[src/rtl/lpr_pkg.sv]
`timescale 1ns/1ps
package lpr_pkg;
  localparam int QW = 32;

  localparam logic [3:0] TC_HDRONLY = 4'h0;
  localparam logic [3:0] TC_BLOCK   = 4'h1;
  localparam logic [3:0] TC_CYCST   = 4'h8;
  localparam logic [3:0] TC_ISO     = 4'hA;

  localparam logic [3:0] CODE_DONE  = 4'h1;
  localparam logic [3:0] CODE_BUSY  = 4'h4;
  localparam logic [3:0] CODE_DERR  = 4'hD;

  localparam logic [QW-1:0] CRC_POLY = 32'h04C1_1DB7;
  localparam logic [QW-1:0] CRC_SEED = 32'hFFFF_FFFF;

  typedef enum logic [2:0] {
    ST_SKIP, ST_HDR, ST_HCRC, ST_PAY, ST_DCRC
  } rx_state_e;

  // one quadlet through the CRC register, most significant bit first
  function automatic logic [QW-1:0] crc_step(input logic [QW-1:0] cur,
                                             input logic [QW-1:0] din);
    logic [QW-1:0] r;
    r = cur;
    for (int i = QW - 1; i >= 0; i--) begin
      if (r[QW-1] ^ din[i]) r = {r[QW-2:0], 1'b0} ^ CRC_POLY;
      else                  r = {r[QW-2:0], 1'b0};
    end
    return r;
  endfunction

  function automatic logic [QW-1:0] status_word(input logic [3:0] tc,
                                                input logic [3:0] code);
    return {{(QW-8){1'b0}}, tc, code};
  endfunction
endpackage

[src/rtl/lpr_addr_match.sv]
`timescale 1ns/1ps
module lpr_addr_match
  import lpr_pkg::*;
#(
  parameter int NODE_W = 6,
  parameter int CHAN_W = 6,
  parameter int LEN_W  = 8
) (
  input  logic [NODE_W-1:0]       dest,
  input  logic [CHAN_W-1:0]       chan,
  input  logic [3:0]              tcode,
  input  logic [LEN_W-1:0]        len,
  input  logic [NODE_W-1:0]       node_id,
  input  logic [(1<<CHAN_W)-1:0]  chan_en,
  output logic                    accept,
  output logic                    is_cycst,
  output logic                    ack_send,
  output logic                    has_pay
);
  logic is_async;
  logic is_iso;
  logic bcast;
  logic uni;

  always_comb begin
    is_async = (tcode == TC_HDRONLY) || (tcode == TC_BLOCK);
    is_iso   = (tcode == TC_ISO);
    bcast    = &dest;
    uni      = (dest == node_id) && !bcast;
    accept   = (is_async && (uni || bcast)) || (is_iso && chan_en[chan]);
    is_cycst = (tcode == TC_CYCST);
    ack_send = is_async && uni;
    has_pay  = ((tcode == TC_BLOCK) || is_iso) && (len != '0);
  end
endmodule

[src/rtl/lpr_crc_acc.sv]
`timescale 1ns/1ps
module lpr_crc_acc
  import lpr_pkg::*;
(
  input  logic          clk,
  input  logic          rst_n,
  input  logic          seed,
  input  logic          start,
  input  logic          upd,
  input  logic [QW-1:0] din,
  output logic [QW-1:0] crc
);
  logic [QW-1:0] crc_q;
  logic [QW-1:0] crc_d;
  logic          crc_en;

  always_comb begin
    crc_en = seed | start | upd;
    crc_d  = crc_q;
    if (start)     crc_d = crc_step(CRC_SEED, din);
    else if (upd)  crc_d = crc_step(crc_q, din);
    else if (seed) crc_d = CRC_SEED;
  end

  always_ff @(posedge clk or negedge rst_n) begin
    if (!rst_n)      crc_q <= CRC_SEED;
    else if (crc_en) crc_q <= crc_d;
  end

  assign crc = crc_q;
endmodule

[src/rtl/lpr_wr_ptr.sv]
`timescale 1ns/1ps
module lpr_wr_ptr #(
  parameter int AW = 5
) (
  input  logic        clk,
  input  logic        rst_n,
  input  logic        we,
  input  logic        confirm,
  input  logic        flush,
  input  logic [AW:0] rd_ptr,
  output logic [AW-1:0] waddr,
  output logic [AW:0] commit,
  output logic [AW:0] free
);
  localparam logic [AW:0] DEPTH_V = {1'b1, {AW{1'b0}}};

  logic [AW:0] tent_q, tent_d, tent_base;
  logic [AW:0] commit_q, commit_d;
  logic [AW:0] used;

  always_comb begin
    tent_base = flush ? commit_q : tent_q;
    tent_d    = tent_base + {{AW{1'b0}}, we};
    commit_d  = confirm ? tent_d : commit_q;
    used      = commit_q - rd_ptr;
    free      = DEPTH_V - used;
    waddr     = tent_base[AW-1:0];
  end

  always_ff @(posedge clk or negedge rst_n) begin
    if (!rst_n) begin
      tent_q   <= '0;
      commit_q <= '0;
    end else begin
      if (we || flush) tent_q   <= tent_d;
      if (confirm)     commit_q <= commit_d;
    end
  end

  assign commit = commit_q;

  AST_NO_OVERFLOW: assert property (@(posedge clk) disable iff (!rst_n)
    (tent_q - rd_ptr) <= DEPTH_V);
  AST_FLUSH_NOT_CONFIRM: assert property (@(posedge clk) disable iff (!rst_n)
    !(flush && confirm));
endmodule

[src/rtl/lpr_filter.sv]
`timescale 1ns/1ps
module lpr_filter
  import lpr_pkg::*;
#(
  parameter int NODE_W = 6,
  parameter int CHAN_W = 6,
  parameter int LEN_W  = 8,
  parameter int AW     = 5,
  parameter int HDR_Q  = 2
) (
  input  logic                   clk,
  input  logic                   rst_n,
  input  logic [NODE_W-1:0]      node_id,
  input  logic [(1<<CHAN_W)-1:0] chan_en,
  input  logic                   in_valid,
  input  logic                   in_sop,
  input  logic [QW-1:0]          in_data,
  input  logic [AW:0]            fifo_rd_ptr,
  output logic                   fifo_we,
  output logic [AW-1:0]          fifo_waddr,
  output logic [QW-1:0]          fifo_wdata,
  output logic [AW:0]            fifo_commit_ptr,
  output logic                   ack_valid,
  output logic [3:0]             ack_code,
  output logic                   ack_send,
  output logic                   cyc_valid,
  output logic [QW-1:0]          cyc_time
);
  localparam int DST_LO = QW - NODE_W;
  localparam int CH_LO  = DST_LO - CHAN_W;
  localparam int LEN_LO = 8;
  localparam int NW     = ((LEN_W > AW) ? LEN_W : AW) + 2;
  localparam logic [LEN_W-1:0] HDR_LAST = LEN_W'(HDR_Q - 1);

  // reset: asserted asynchronously, released on the clock
  logic rst_m_q, rst_s_q;
  always_ff @(posedge clk or negedge rst_n) begin
    if (!rst_n) begin
      rst_m_q <= 1'b0;
      rst_s_q <= 1'b0;
    end else begin
      rst_m_q <= 1'b1;
      rst_s_q <= rst_m_q;
    end
  end
  logic srst_n;
  assign srst_n = rst_s_q;

  // first-quadlet decode
  logic am_accept, am_cycst, am_send, am_haspay;
  lpr_addr_match #(.NODE_W(NODE_W), .CHAN_W(CHAN_W), .LEN_W(LEN_W)) u_match (
    .dest     (in_data[QW-1:DST_LO]),
    .chan     (in_data[DST_LO-1:CH_LO]),
    .tcode    (in_data[3:0]),
    .len      (in_data[LEN_LO+LEN_W-1:LEN_LO]),
    .node_id  (node_id),
    .chan_en  (chan_en),
    .accept   (am_accept),
    .is_cycst (am_cycst),
    .ack_send (am_send),
    .has_pay  (am_haspay)
  );

  // state
  rx_state_e        st_q, st_d;
  logic [LEN_W-1:0] cnt_q, cnt_d;
  logic [3:0]       tc_q;
  logic             store_q, send_q, haspay_q, pend_q, pend_d;
  logic [LEN_W-1:0] len_q;
  logic [QW-1:0]    cyc_hold_q;

  // per-cycle controls
  logic             hdr_load, cap_cyc;
  logic             we_d, confirm, flush;
  logic [QW-1:0]    wdata_d;
  logic             ack_v_d, ack_s_d, cyc_v_d;
  logic [3:0]       ack_c_d;
  logic             crc_seed, crc_start, crc_upd;
  logic [QW-1:0]    crc_cur;
  logic [NW-1:0]    need;
  logic [AW:0]      ptr_free;
  logic [AW-1:0]    ptr_waddr;
  logic [AW:0]      ptr_commit;
  logic [3:0]       dcode;

  // output registers
  logic             we_q, ack_v_q, ack_s_q, cyc_v_q;
  logic [AW-1:0]    waddr_q;
  logic [QW-1:0]    wdata_q, cyc_time_q;
  logic [3:0]       ack_c_q;
  logic [AW:0]      commit_out_q;

  lpr_crc_acc u_crc (
    .clk   (clk),
    .rst_n (srst_n),
    .seed  (crc_seed),
    .start (crc_start),
    .upd   (crc_upd),
    .din   (in_data),
    .crc   (crc_cur)
  );

  lpr_wr_ptr #(.AW(AW)) u_ptr (
    .clk     (clk),
    .rst_n   (srst_n),
    .we      (we_d),
    .confirm (confirm),
    .flush   (flush),
    .rd_ptr  (fifo_rd_ptr),
    .waddr   (ptr_waddr),
    .commit  (ptr_commit),
    .free    (ptr_free)
  );

  always_comb begin
    need = NW'(HDR_Q) + NW'(1)
         + (am_haspay ? NW'(in_data[LEN_LO+LEN_W-1:LEN_LO]) : NW'(0));
    dcode = (in_data == crc_cur) ? CODE_DONE : CODE_DERR;
  end

  // next-state process
  always_comb begin
    st_d      = st_q;
    cnt_d     = cnt_q;
    pend_d    = pend_q;
    hdr_load  = 1'b0;
    cap_cyc   = 1'b0;
    we_d      = 1'b0;
    wdata_d   = in_data;
    confirm   = 1'b0;
    flush     = 1'b0;
    ack_v_d   = 1'b0;
    ack_c_d   = CODE_DONE;
    ack_s_d   = send_q;
    cyc_v_d   = 1'b0;
    crc_seed  = 1'b0;
    crc_start = 1'b0;
    crc_upd   = 1'b0;

    if (in_valid && in_sop) begin
      hdr_load = 1'b1;
      flush    = pend_q;
      pend_d   = 1'b0;
      cnt_d    = LEN_W'(1);
      if (am_cycst) begin
        crc_start = 1'b1;
        st_d      = ST_HDR;
      end else if (am_accept) begin
        if (need > NW'(ptr_free)) begin
          ack_v_d = 1'b1;
          ack_c_d = CODE_BUSY;
          ack_s_d = am_send;
          st_d    = ST_SKIP;
        end else begin
          we_d      = 1'b1;
          pend_d    = 1'b1;
          crc_start = 1'b1;
          st_d      = ST_HDR;
        end
      end else begin
        st_d = ST_SKIP;
      end
    end else if (in_valid) begin
      unique case (st_q)
        ST_HDR: begin
          crc_upd = 1'b1;
          we_d    = store_q;
          cap_cyc = (cnt_q == LEN_W'(1));
          cnt_d   = cnt_q + LEN_W'(1);
          if (cnt_q == HDR_LAST) st_d = ST_HCRC;
        end
        ST_HCRC: begin
          st_d   = ST_SKIP;
          pend_d = 1'b0;
          if (in_data == crc_cur) begin
            if (!store_q) begin
              cyc_v_d = 1'b1;
            end else begin
              confirm = 1'b1;
              if (haspay_q) begin
                crc_seed = 1'b1;
                cnt_d    = '0;
                st_d     = ST_PAY;
              end else begin
                we_d    = 1'b1;
                wdata_d = status_word(tc_q, CODE_DONE);
                ack_v_d = 1'b1;
              end
            end
          end else begin
            flush = store_q;
          end
        end
        ST_PAY: begin
          we_d    = 1'b1;
          confirm = 1'b1;
          crc_upd = 1'b1;
          cnt_d   = cnt_q + LEN_W'(1);
          if (cnt_q == len_q - LEN_W'(1)) st_d = ST_DCRC;
        end
        ST_DCRC: begin
          we_d    = 1'b1;
          confirm = 1'b1;
          wdata_d = status_word(tc_q, dcode);
          ack_v_d = 1'b1;
          ack_c_d = dcode;
          st_d    = ST_SKIP;
        end
        default: begin
          st_d = ST_SKIP;
        end
      endcase
    end
  end

  // register process
  always_ff @(posedge clk or negedge srst_n) begin
    if (!srst_n) begin
      st_q         <= ST_SKIP;
      cnt_q        <= '0;
      pend_q       <= 1'b0;
      tc_q         <= '0;
      store_q      <= 1'b0;
      send_q       <= 1'b0;
      haspay_q     <= 1'b0;
      len_q        <= '0;
      cyc_hold_q   <= '0;
      we_q         <= 1'b0;
      waddr_q      <= '0;
      wdata_q      <= '0;
      ack_v_q      <= 1'b0;
      ack_c_q      <= '0;
      ack_s_q      <= 1'b0;
      cyc_v_q      <= 1'b0;
      cyc_time_q   <= '0;
      commit_out_q <= '0;
    end else begin
      st_q         <= st_d;
      cnt_q        <= cnt_d;
      pend_q       <= pend_d;
      we_q         <= we_d;
      ack_v_q      <= ack_v_d;
      cyc_v_q      <= cyc_v_d;
      commit_out_q <= ptr_commit;
      if (hdr_load) begin
        tc_q     <= in_data[3:0];
        store_q  <= !am_cycst;
        send_q   <= am_send;
        haspay_q <= am_haspay;
        len_q    <= in_data[LEN_LO+LEN_W-1:LEN_LO];
      end
      if (cap_cyc) cyc_hold_q <= in_data;
      if (we_d) begin
        waddr_q <= ptr_waddr;
        wdata_q <= wdata_d;
      end
      if (ack_v_d) begin
        ack_c_q <= ack_c_d;
        ack_s_q <= ack_s_d;
      end
      if (cyc_v_d) cyc_time_q <= cyc_hold_q;
    end
  end

  assign fifo_we         = we_q;
  assign fifo_waddr      = waddr_q;
  assign fifo_wdata      = wdata_q;
  assign fifo_commit_ptr = commit_out_q;
  assign ack_valid       = ack_v_q;
  assign ack_code        = ack_c_q;
  assign ack_send        = ack_s_q;
  assign cyc_valid       = cyc_v_q;
  assign cyc_time        = cyc_time_q;

  AST_SKIP_SILENT: assert property (@(posedge clk) disable iff (!srst_n)
    (st_q == ST_SKIP && !(in_valid && in_sop)) |=> !fifo_we);
  AST_PAY_WRITTEN: assert property (@(posedge clk) disable iff (!srst_n)
    (st_q == ST_PAY && in_valid && !in_sop) |=> fifo_we);
  AST_ACK_LEGAL: assert property (@(posedge clk) disable iff (!srst_n)
    ack_valid |-> (ack_code == CODE_DONE || ack_code == CODE_DERR || ack_code == CODE_BUSY));
  AST_CYC_NOT_STORED: assert property (@(posedge clk) disable iff (!srst_n)
    (!store_q && st_q != ST_SKIP && in_valid && !in_sop) |=> !fifo_we);
  AST_CYC_SINGLE: assert property (@(posedge clk) disable iff (!srst_n)
    cyc_valid |=> !cyc_valid);
  AST_BUSY_NO_WRITE: assert property (@(posedge clk) disable iff (!srst_n)
    (ack_valid && ack_code == CODE_BUSY) |-> !fifo_we);
endmodule

[config.mk]
export PLATFORM = sky130hd
export DESIGN_NAME = lpr_filter
export DESIGN_NICKNAME = d
export VERILOG_FILES = /design/src/rtl/lpr_pkg.sv /design/src/rtl/lpr_addr_match.sv /design/src/rtl/lpr_crc_acc.sv /design/src/rtl/lpr_wr_ptr.sv /design/src/rtl/lpr_filter.sv
export SDC_FILE = /design/constraint.sdc
export NUM_CORES = 1
export LEC_CHECK = 0
export BUFFER_PORTS_ARGS = -buffer_cell sky130_fd_sc_hd__buf_2
export CAP_MARGIN = 20
export CORE_ASPECT_RATIO = 2
export CORE_MARGIN = 2
export CORE_UTILIZATION = 28
export CTS_BUF_LIST = sky130_fd_sc_hd__clkbuf_4
export CTS_CLUSTER_SIZE = 40
export DETAILED_ROUTE_END_ITERATION = 7
export GPL_TIMING_DRIVEN = 0
export PLACE_DENSITY = 0.45
export SYNTH_ARGS = -nofsm -noshare
export SYNTH_HDL_FRONTEND = slang
export SYNTH_SLANG_ARGS = --single-unit
[constraint.sdc]
create_clock -name clk -period 6.2 [get_ports clk]
set_input_delay 1.24 -clock clk [delete_from_list [all_inputs] [get_ports clk]]
set_output_delay 1.24 -clock clk [all_outputs]
set_load 0.005 [all_outputs]
==> results.toml <==
[run_status]
status = "finished, final reports clean"

[floorplan]
die_h_microns = 334
chipWidth_microns = 169
initial_core_util = 0.284
core.rowCount = 120
dieArea_sq_um = 56300
core_area_sq_um = 53600
io_pins = 195

[sta]
finalCritPeriodShare = 0.943
maxSlewHeadroom = 0.301
tightest_slew_ns = 1.05
setup_viol = 0
finClkSkew_ns = 0.0807
grt_setup_unrepaired = "false"
finalHoldViolCount = 0
max_freq_mhz = 171
finalCriticalPeriod_ns = 5.85
report.final.slew_viol_count = 0

[placement]
gp_congestion = 0.904
post_dp_cell_area_sq_um = 17000
dp.final_hpwl_mm = 43.5
portBuffers = 174

[routing]
vias_per_cell = 4.81
vias = 10700
wl_mm = 53.2
routedWlPerCell_microns = 23.9
drc_errors = 0
dr.pass1.iters = 5
drtIter0Drc = 440
ant_nets = 0

[clock_tree]
clockBufferDepth = 3
cts_root_buf = "clkbuf_4"
hold_buffers = 0
clk_latency_ns = 0.73
htree_levels = 4
cts_buffers = 25
cts_tree = "done"
path_clk_slew_ns = 0.13
cts_sinks = 187

[run]
cap_violations = 0

[grt]
antenna_found_initial = 4
grt_max_degree = 61
grt_pass1_wl_mm = 78.3
overflow = 0
grt_use_total = 0.192
grt_pass1_vias = 11600

[yosys]
synth_top_area_cell = "dfrtp_1"
synth_top_area_share = 0.255
yosysUniqueCellTypes = 76
synth_top_cells_by_area = "dfrtp_1 25%, xnor2_1 18%, xnor3_1 9.3%"
yosysWarnings = 0
netlist_instances = 1333
ys_seq_area_frac = 0.310
ys.flop_type = "dfrtp_1"
synth_nets = 1473
ys_async_sr_fraction = 1.00
synth_area_per_cell_sq_um = 11.4
synth_edf_count = 0
syn_area_sq_um = 15200
ys_seq_elements = 187

[worst_setup_path]
r2r-end = "u_ptr.tent_q[4]$_DFFE_PN0P_"
reg2reg_from = "u_crc.crc[26]$_DFFE_PN1P_"
critPathMaxFanout = 10
cp.required_ns = 6.78
startpoint_type = "input pin"
critical_path_class = "in -> reg"
reg2regPathDepth = 18
end_kind = "flip-flop"
rrSetupSlack_ns = 0.69
critPathArrivalTime_ns = 6.43

[min_path]
hold_class = "reg -> async"

[finish]
postLayoutCellArea_sq_um = 17300
final_common_cell = "xnor2_1"
nets = 1682
final_layout_size_suffix_gt1_frac = 0.276
mostFrequentLayoutCells = "306 x xnor2_1, 185 x buf_2, 154 x dfrtp_1"
areaGrowthSynthToFinish_pct = 13.9
utilization = 0.323
worst max-delay path, cell delays in order:
cell and delay, ns:
clkbuf_1 0.37, xnor2_1 0.77, nand4_1 0.14, or4_1 0.79
or4_1 0.57, a21o_1 0.20, a21oi_1 0.43, nor2_2 0.20
clkbuf_2 0.26, inv_1 0.20, ha_1 0.26, ha_1 0.29
nor3b_2 0.28, xnor2_1 0.12, mux2_2 0.28
per-stage QoR:
stage	setup TNS, ns	setup WS (ns)	hold slack, ns	instances
after floorplan	0	0.241	0.331	1333
after global placement	-328.36	-1.96	0.338	2178
after detailed placement	-34.34	-1.66	0.341	2183
after CTS	0	0.00508	0.288	2216
after global routing	0	0.114	0.301	2224
final	0	0.353	0.328	2224
sequential cells by signal, indices dropped and copies added, names as in the netlist, 4 cells and up:
register / count
fifo_waddr: 5
cnt_q: 8
tc_q: 4
cyc_time: 32
u_ptr.tent_q: 6
cyc_hold_q: 32
fifo_commit_ptr: 6
len_q: 8
u_ptr.commit: 6
u_crc.crc: 32
fifo_wdata: 32
final cells by class:
cell class	count	area (sq um)
well taps	671	840
inverters	25	98.8
diodes	5	12.5
multi-input cells	1053	10100
flip-flops and latches	187	4720
plain buffers	68	329
clock inverters	7	33.8
repair buffers	182	988
fillers	5448	36300
clock buffers	26	195
cells by family after synthesis:
kind of cell / synth area share
XOR/XNOR: 0.405
AND/OR/NAND/NOR: 0.0712
flip-flops: 0.310
AO/OA/AOI/OAI: 0.0639
multiplexers: 0.0974
buffers and inverters: 0.0280
adder cells (fa/ha/maj): 0.0235
other: 0.000494
worst max path at each step:
| stage | from | to | slack, ns |
|---|---|---|---|
| 3_3_place_gp | rst_s_q$_DFF_PN0_ | cyc_hold_q[2]$_DFFE_PN0P_ | -1.96 |
| 5_1_grt | in_data[3] | u_ptr.commit[4]$_DFFE_PN0P_ | 0.11 |
| 3_5_place_dp | in_data[0] | u_ptr.tent_q[4]$_DFFE_PN0P_ | -1.66 |
| 4_1_cts | in_data[3] | u_ptr.tent_q[4]$_DFFE_PN0P_ | 0.005 |
| 2_1_floorplan | in_data[0] | u_ptr.commit[4]$_DFFE_PN0P_ | 0.24 |
| 6_report | in_data[14] | u_ptr.tent_q[4]$_DFFE_PN0P_ | 0.35 |
cells in the mapped netlist (6+ instances only):
cell / number
nand3_1: 6
xnor3_1: 63
a21oi_1: 37
buf_2: 10
xnor2_1: 306
o21ai_0: 51
xnor2_2: 16
xor2_1: 79
dfstp_2: 32
nand2b_1: 6
nor2_1: 41
mux4_2: 18
xor3_1: 10
o22ai_1: 22
mux2i_1: 22
o21a_1: 6
mux2_2: 76
nand2_1: 128
xnor3_2: 16
a21o_1: 8
nand4_1: 12
clkbuf_1: 43
xnor2_4: 9
dfrtp_1: 155
ha_1: 27
inv_1: 22
nor3_1: 8
metal layers:
layer  global-route usage  wire length, microns
met2                0.382                 30600
met1                0.187                 18200
met5                    0                     0
met3               0.0190                  1320
met4                0.110                  3100
repair_timing:
action                     4_1_cts  5_1_grt
resized for setup                4        5
cloned                           0        0
setup buffers                    0        2
setup endpoints to repair       10        6
pin swaps                        0        1
Power is not shown: default switching activity piles up to over one toggle a cycle in this logic, so the estimate is an artifact.
